$ cat src/rtl/memclk_pkg.sv
// Package: shared field widths and the register image layout for the
// memory clock divider. Assumes every count fits in FIELD_W bits.
package memclk_pkg;

    localparam int FIELD_W = 8;
    localparam int WORD_W  = 32;

    // Register image: bit 31 pass-through, [23:16] period, [15:8] high, [7:0] low
    typedef struct packed {
        logic               bypass;
        logic [6:0]         rsvd;
        logic [FIELD_W-1:0] n_cnt;
        logic [FIELD_W-1:0] h_cnt;
        logic [FIELD_W-1:0] l_cnt;
    } clkcfg_t;

endpackage

$ cat src/rtl/memclk_req_encode.sv
// Module: turns a core frequency code and a requested memory frequency
// into a register image. Assumes FREQ_W <= FIELD_W so the counts fit.
// Purely combinational.
module memclk_req_encode
    import memclk_pkg::*;
#(
    parameter int FREQ_W  = 8,
    parameter int F0_MHZ  = 80,
    parameter int F1_MHZ  = 120,
    parameter int F2_MHZ  = 160,
    parameter int F3_MHZ  = 240
) (
    input  logic [1:0]        core_sel,
    input  logic [FREQ_W-1:0] target_mhz,
    output clkcfg_t           req_cfg
);

    logic [FREQ_W-1:0] core_mhz;
    logic [FREQ_W-1:0] divisor;

    // Look up the core frequency for the select code
    always_comb begin
        case (core_sel)
            2'd0:    core_mhz = FREQ_W'(F0_MHZ);
            2'd1:    core_mhz = FREQ_W'(F1_MHZ);
            2'd2:    core_mhz = FREQ_W'(F2_MHZ);
            default: core_mhz = FREQ_W'(F3_MHZ);
        endcase
    end

    // Integer divisor; a zero request yields zero
    always_comb begin
        if (target_mhz == '0) divisor = '0;
        else                  divisor = core_mhz / target_mhz;
    end

    // Build the image: pass-through below 2, count fields otherwise
    always_comb begin
        req_cfg = '0;
        if (divisor < FREQ_W'(2)) begin
            req_cfg.bypass = 1'b1;
        end else begin
            req_cfg.n_cnt = FIELD_W'(divisor - 1'b1);
            req_cfg.h_cnt = FIELD_W'((divisor >> 1) - 1'b1);
            req_cfg.l_cnt = FIELD_W'(divisor - 1'b1);
        end
    end

endmodule

$ cat src/rtl/memclk_phase_gen.sv
// Module: period counter and registered divided clock. Holds the image
// in use and takes a new image only at the end of a period (or on every
// cycle in pass-through, where the counter rests at 0). Output is high
// while the count is at or below the high count.
module memclk_phase_gen
    import memclk_pkg::*;
(
    input  logic    clk,
    input  logic    rst_n,
    input  clkcfg_t req_cfg,
    output clkcfg_t act_cfg,
    output logic    div_q
);

    logic [FIELD_W-1:0] cnt;
    logic [FIELD_W-1:0] cnt_inc;
    logic               wrap;

    // Period end: last count reached, or pass-through
    always_comb begin
        wrap    = act_cfg.bypass || (cnt == act_cfg.n_cnt);
        cnt_inc = cnt + 1'b1;
    end

    // Advance the counter, load a new image at wrap, register the output
    always_ff @(posedge clk) begin
        if (!rst_n) begin
            cnt     <= '0;
            act_cfg <= '0;
            div_q   <= 1'b0;
        end else if (wrap) begin
            cnt     <= '0;
            act_cfg <= req_cfg;
            div_q   <= 1'b1;
        end else begin
            cnt     <= cnt_inc;
            div_q   <= (cnt_inc <= act_cfg.h_cnt);
        end
    end

    p_cnt_range_r5: assert property (@(posedge clk) disable iff (!rst_n)
        cnt <= act_cfg.n_cnt);

    p_hold_cfg_r7: assert property (@(posedge clk) disable iff (!rst_n)
        !wrap |=> $stable(act_cfg));

    p_start_high_r7: assert property (@(posedge clk) disable iff (!rst_n)
        wrap |=> div_q);

    p_fall_point_r6: assert property (@(posedge clk) disable iff (!rst_n)
        ($fell(div_q) && !act_cfg.bypass) |-> (cnt == act_cfg.h_cnt + 1'b1));

    p_bypass_idle_r4: assert property (@(posedge clk) disable iff (!rst_n)
        act_cfg.bypass |-> (cnt == '0));

endmodule

$ cat src/rtl/memclk_div.sv
// Module: top of the memory clock divider. Encodes the request, runs the
// period generator, and selects the core clock itself in pass-through.
// Assumes the select changes only at period boundaries (guaranteed by
// the generator) and that clk_core is free-running.
module memclk_div
    import memclk_pkg::*;
#(
    parameter int FREQ_W = 8,
    parameter int F0_MHZ = 80,
    parameter int F1_MHZ = 120,
    parameter int F2_MHZ = 160,
    parameter int F3_MHZ = 240
) (
    input  logic              clk_core,
    input  logic              rst_n,
    input  logic [1:0]        core_sel,
    input  logic [FREQ_W-1:0] target_mhz,
    output logic [WORD_W-1:0] cfg_word,
    output logic              mem_clk
);

    clkcfg_t req_cfg;
    clkcfg_t act_cfg;
    logic    div_q;

    memclk_req_encode #(
        .FREQ_W (FREQ_W),
        .F0_MHZ (F0_MHZ),
        .F1_MHZ (F1_MHZ),
        .F2_MHZ (F2_MHZ),
        .F3_MHZ (F3_MHZ)
    ) u_enc (
        .core_sel   (core_sel),
        .target_mhz (target_mhz),
        .req_cfg    (req_cfg)
    );

    memclk_phase_gen u_gen (
        .clk     (clk_core),
        .rst_n   (rst_n),
        .req_cfg (req_cfg),
        .act_cfg (act_cfg),
        .div_q   (div_q)
    );

    // Drive the register image and pick the clock source
    always_comb begin
        cfg_word = act_cfg;
        mem_clk  = act_cfg.bypass ? clk_core : div_q;
    end

    p_bypass_word_r4: assert property (@(posedge clk_core) disable iff (!rst_n)
        cfg_word[31] |-> (cfg_word[30:0] == '0));

    p_fields_r3: assert property (@(posedge clk_core) disable iff (!rst_n)
        !cfg_word[31] |-> (cfg_word[30:24] == '0));

endmodule

$ cat config.mk
export PLATFORM = sky130hd
export DESIGN_NAME = memclk_div
export DESIGN_NICKNAME = d
export VERILOG_FILES = /design/src/rtl/memclk_pkg.sv /design/src/rtl/memclk_req_encode.sv /design/src/rtl/memclk_phase_gen.sv /design/src/rtl/memclk_div.sv
export SDC_FILE = /design/constraint.sdc
export NUM_CORES = 1
export LEC_CHECK = 0
export ABC_CLOCK_PERIOD_IN_PS = 28100
export BUFFER_PORTS_ARGS = -buffer_cell sky130_fd_sc_hd__buf_2
export CAP_MARGIN = 20
export CORE_ASPECT_RATIO = 1.1
export CORE_MARGIN = 3
export CORE_UTILIZATION = 35
export CTS_CLUSTER_DIAMETER = 40
export DETAILED_ROUTE_END_ITERATION = 10
export PLACE_DENSITY_LB_ADDON = 0.25
export SYNTH_ARGS = -nofsm -noshare
export SYNTH_HDL_FRONTEND = slang
export SYNTH_SLANG_ARGS = --single-unit
$ cat constraint.sdc
create_clock -name clk_core -period 28.1 [get_ports clk_core]
set_clock_uncertainty 0.2 [all_clocks]
set_input_delay 2.81 -clock clk_core [delete_from_list [all_inputs] [get_ports clk_core]]
set_output_delay 2.81 -clock clk_core [all_outputs]
set_load 0.01 [all_outputs]
* Word-level counts from Yosys, hierarchy flattened
Cells that the tools add are included.
Word-level totals: bits in registers 34, word-level logic and storage cells 26
Cells by class: add/sub/neg operators 3, div/mod/pow operators 1, $lt $le $gt $ge 2, equality and inequality tests 3, mux-type cells 6, bitwise logic cells 1, reduce and logical (&&, ||, !) cells 4
Operators with widths (count):
- 2-to-1 mux 24 bit | 1
- case mux 8 bit (3 select lines) | 1
- adder 8 x 1 -> 8 bit (second input constant) | 1
- divider 8 x 8 -> 8 bit | 1
- == test 8 bit | 1
- less-or-equal comparator 8 bit | 1
- zero test 8 bit | 1
- less-than comparator 8 x 2 -> 1 bit (second input constant) | 1
- 2-to-1 mux 8 bit | 1
- subtractor 7 x 1 -> 8 bit (second input constant) | 1
- subtractor 8 x 1 -> 8 bit (second input constant) | 1
- 2-to-1 mux 1 bit | 3
- == test 2 x 1 -> 1 bit (second input constant) | 1
- == test 2 bit (second input constant) | 1
- zero test 2 bit | 1
- OR reduction 2 bit | 1
- logical OR 1 bit | 1
- inverter 1 bit | 1

* Logic depth before layout (Yosys ltp)
depth in word-level cells 6, depth in mapped cells 60, mapped depth without buffers 58

* Hierarchy
From an unflattened synthesis, not the netlist that was laid out.
Unflattened totals: cells, all modules 525, area, all modules 4166.5 um^2
Modules (own cells, without submodules):
- memclk_req_encode | times used 1, cells each 311, area an instance 2248.4 um^2
- memclk_phase_gen | times used 1, cells each 213, area an instance 1903.1 um^2
- memclk_div | times used 1, cells each 1, area an instance 15.0 um^2

==> results.yml <==
worst_setup_path:
  critical_path_class: "clk -> out"
  cp_max_fo: 2
  end_kind: "output pin"
  cp_cell_sequence: "clkbuf_8, clkbuf_8, mux2_2, buf_2"
  crit_path_max_incr_delay_ns: 0.25
  cp-start-kind: "clock port"
  cp_num_buf_inv: 3
  cp_slowest_cell: "mux2_2"
  required_ns: 25.09
  crit_top_cell: "clkbuf_8"
  crit_family: "buffers and inverters"
  crit_arrival_ns: 14.67
drt:
  viasPerCell: 5.20
  wl_um: 7800
  drtIter0Drc: 83
  drt_first_pass_iters: 4
  drc: 0
  wl_per_cell_um: 14.0
  vias: 2894
  antenna_left: 0
final_layout:
  fin_nets: 501
  drive_gt1_share_pct: 15.8
  fin_cells: 557
  synthToLayoutAreaGrowth_pct: 8.19
  num_antenna_cells: 0
  nFillCells: 948
floorplanning:
  rows: 36
  fp.dieH_um: 107
  initial_core_util_pct: 36.3
  dieArea_um2: 10500
  die_x_um: 97.7
  core_um2: 8920
  ios: 45
logic_synthesis:
  synth_edf_count: 0
  synth_cell_types: 66
  synthCells: 417
  yosysWarnings: 0
  ys.flop_type: "dfxtp_1"
  syn_area_um2: 3240
  yosys.area.top_type: "ha_1"
  ys_ff_latch: 25
  netlist_top_cells_count: "ha_1, nand2_1, inv_1"
  synth.yosys.seq_area_share_pct: 15.4
  synthTopCellsByArea: "ha_1, dfxtp_1, xnor2_1"
  synth_top_area_share_pct: 17.0
  avgSynthCellArea_um2: 7.77
  ys_async_sr_fraction_pct: 0
  synth.most_common_cell: "ha_1"
power:
  clockPowerShare_pct: 14.5
  power_frac_comb_pct: 61.8
  power_mw: 0.236
  vdd.ir_drop.worst_mv: 0.0240
  p_sw_share_pct: 46.0
  power_frac_seq_pct: 23.7
  powerDensity_nw_per_um2: 67.4
  power_switching_mw: 0.109
  p_int_mw: 0.128
  p_leak_nw: 1.61
placement:
  dp_cells: 550
  numPortBuffers: 36
  place_congestion: 0.861
  dp_hpwl_um: 6600
clock_network:
  clk_latency_ns: 0.37
  hold_buffers: 0
  path_clk_slew_ns: 0.08
  cts_resized: 0
  post_cts_buffers: 0
  tritoncts: "built"
flow_run:
  maxCapViolations: 0
timing:
  setup_viol: 0
  hold_violations: 0
  rsz0062_at_grt: "no"
  worst_pin_slew_ns: 1.03
  setup_tns_ns: 0
  relSlewSlack_pct: 31.2
  slew_violations: 0
grt:
  grt_overflow: 0
  grt_max_degree: 15
  gr-usage-all-layers_pct: 15.3
  grt_pass1_wl_um: 13500
  antenna_found_initial: 0
  grt_pass1_vias: 2903
hold_path:
  hold_class: "reg -> reg"
run_status:
  outcome: "completed"
## flip-flops by register name, summed over array words and instances (netlist names)
signal,count
u_gen.act_cfg,16
u_gen.cnt,8
u_gen.div_q,1
## layout make-up
class | instances | area (µm²) | area share [%]
sequential | 25 | 500 | 14.3
multi-input combinational | 342 | 2470 | 70.5
tap | 114 | 143 | 4.07
timing repair buffer | 35 | 175 | 5.00
inverter | 33 | 124 | 3.53
clock buffer | 8 | 91.3 | 2.61
## worst register-to-register path: stages (launching register included)
cell and delay (ns):
dfxtp_1 0.44, ha_1 0.28, ha_1 0.30, nor2b_1 0.14
o21a_1 0.17, o21a_1 0.16, o21a_1 0.16, o21ai_0 0.16
a21oi_1 0.09, o21ai_0 0.14
## cell families (layout without fill, tap and decap cells)
kind of cell,after synthesis,after routing,share of synthesized area [%]
xor gates and xnor gates,30,30,8.11
and+or+nand+nor,133,133,21.5
buffers and inverters,57,76,9.07
adders and majority gates,45,45,17.6
muxes,11,11,3.63
AOI/OAI and AO/OA,115,115,24.5
other,1,8,0.116
DFF,25,25,15.4
## placed cells by master (no fill, tap or decap), types with 3 or more instances in the layout
cell and count:
a211oi_1 3, a21o_1 3, a21oi_1 20, a31oi_1 9, a41oi_2 3, and2_1 7, and3_1 5, buf_2 36
clkbuf_8 6, conb_1 8, dfxtp_1 25, ha_1 44, inv_1 33, mux2_2 6, mux2i_1 5, nand2_1 39
nand2b_1 3, nand3_1 10, nor2_1 32, nor2b_1 6, nor3_1 8, o2111ai_1 3, o211ai_1 3, o21a_1 13
o21ai_0 21, o21ai_1 9, o22ai_1 7, or3_1 6, xnor2_1 19, xor2_1 11
## path summary, 6_finish.rpt
kind / start / slack (ns) / end / depth (start not counted)
worst max-delay path: clk_core / 10.42 / mem_clk / 4
worst min register to register: u_gen.act_cfg[14] / 0.29 / u_gen.act_cfg[14] / 2
worst min-delay path: u_gen.act_cfg[14] / 0.29 / u_gen.act_cfg[14] / 2
worst max register to register: u_gen.cnt[0] / 25.78 / u_gen.div_q / 9
## per-stage QoR
step	utilization (%)	hold WS, ns	worst slack, ns	cell area [µm²]
final	39.3	0.295	10.42	3510
after floorplan	-	0.261	10.76	3270
after global placement	38.3	0.277	10.67	3420
after detailed placement	38.3	0.284	10.67	3420
after global routing	39.3	0.319	10.40	3510
after CTS	39.3	0.296	10.42	3510
## routing by layer
metal | up-vias | track usage (%) | share of wire (%)
met4 | 0 | 2.57 | 0.64
met1 | 1319 | 20.2 | 47
met3 | 6 | 2.02 | 3.6
met5 | - | 0 | 0
met2 | 50 | 27.1 | 49
li1 | 1519 | - | -
## power by group through the flow
| stage | clock [mW] | combinational, mW | sequential (mW) |
|---|---|---|---|
| after floorplan | 0.00178 | 0.111 | 0.0590 |
| final | 0.0343 | 0.146 | 0.0561 |
| after detailed placement | 0.00259 | 0.148 | 0.0573 |
| after global routing | 0.0373 | 0.167 | 0.0579 |
| after CTS | 0.0353 | 0.148 | 0.0564 |
| after global placement | 0.00259 | 0.145 | 0.0569 |
No activity file was read; power rests on OpenSTA's default activity.
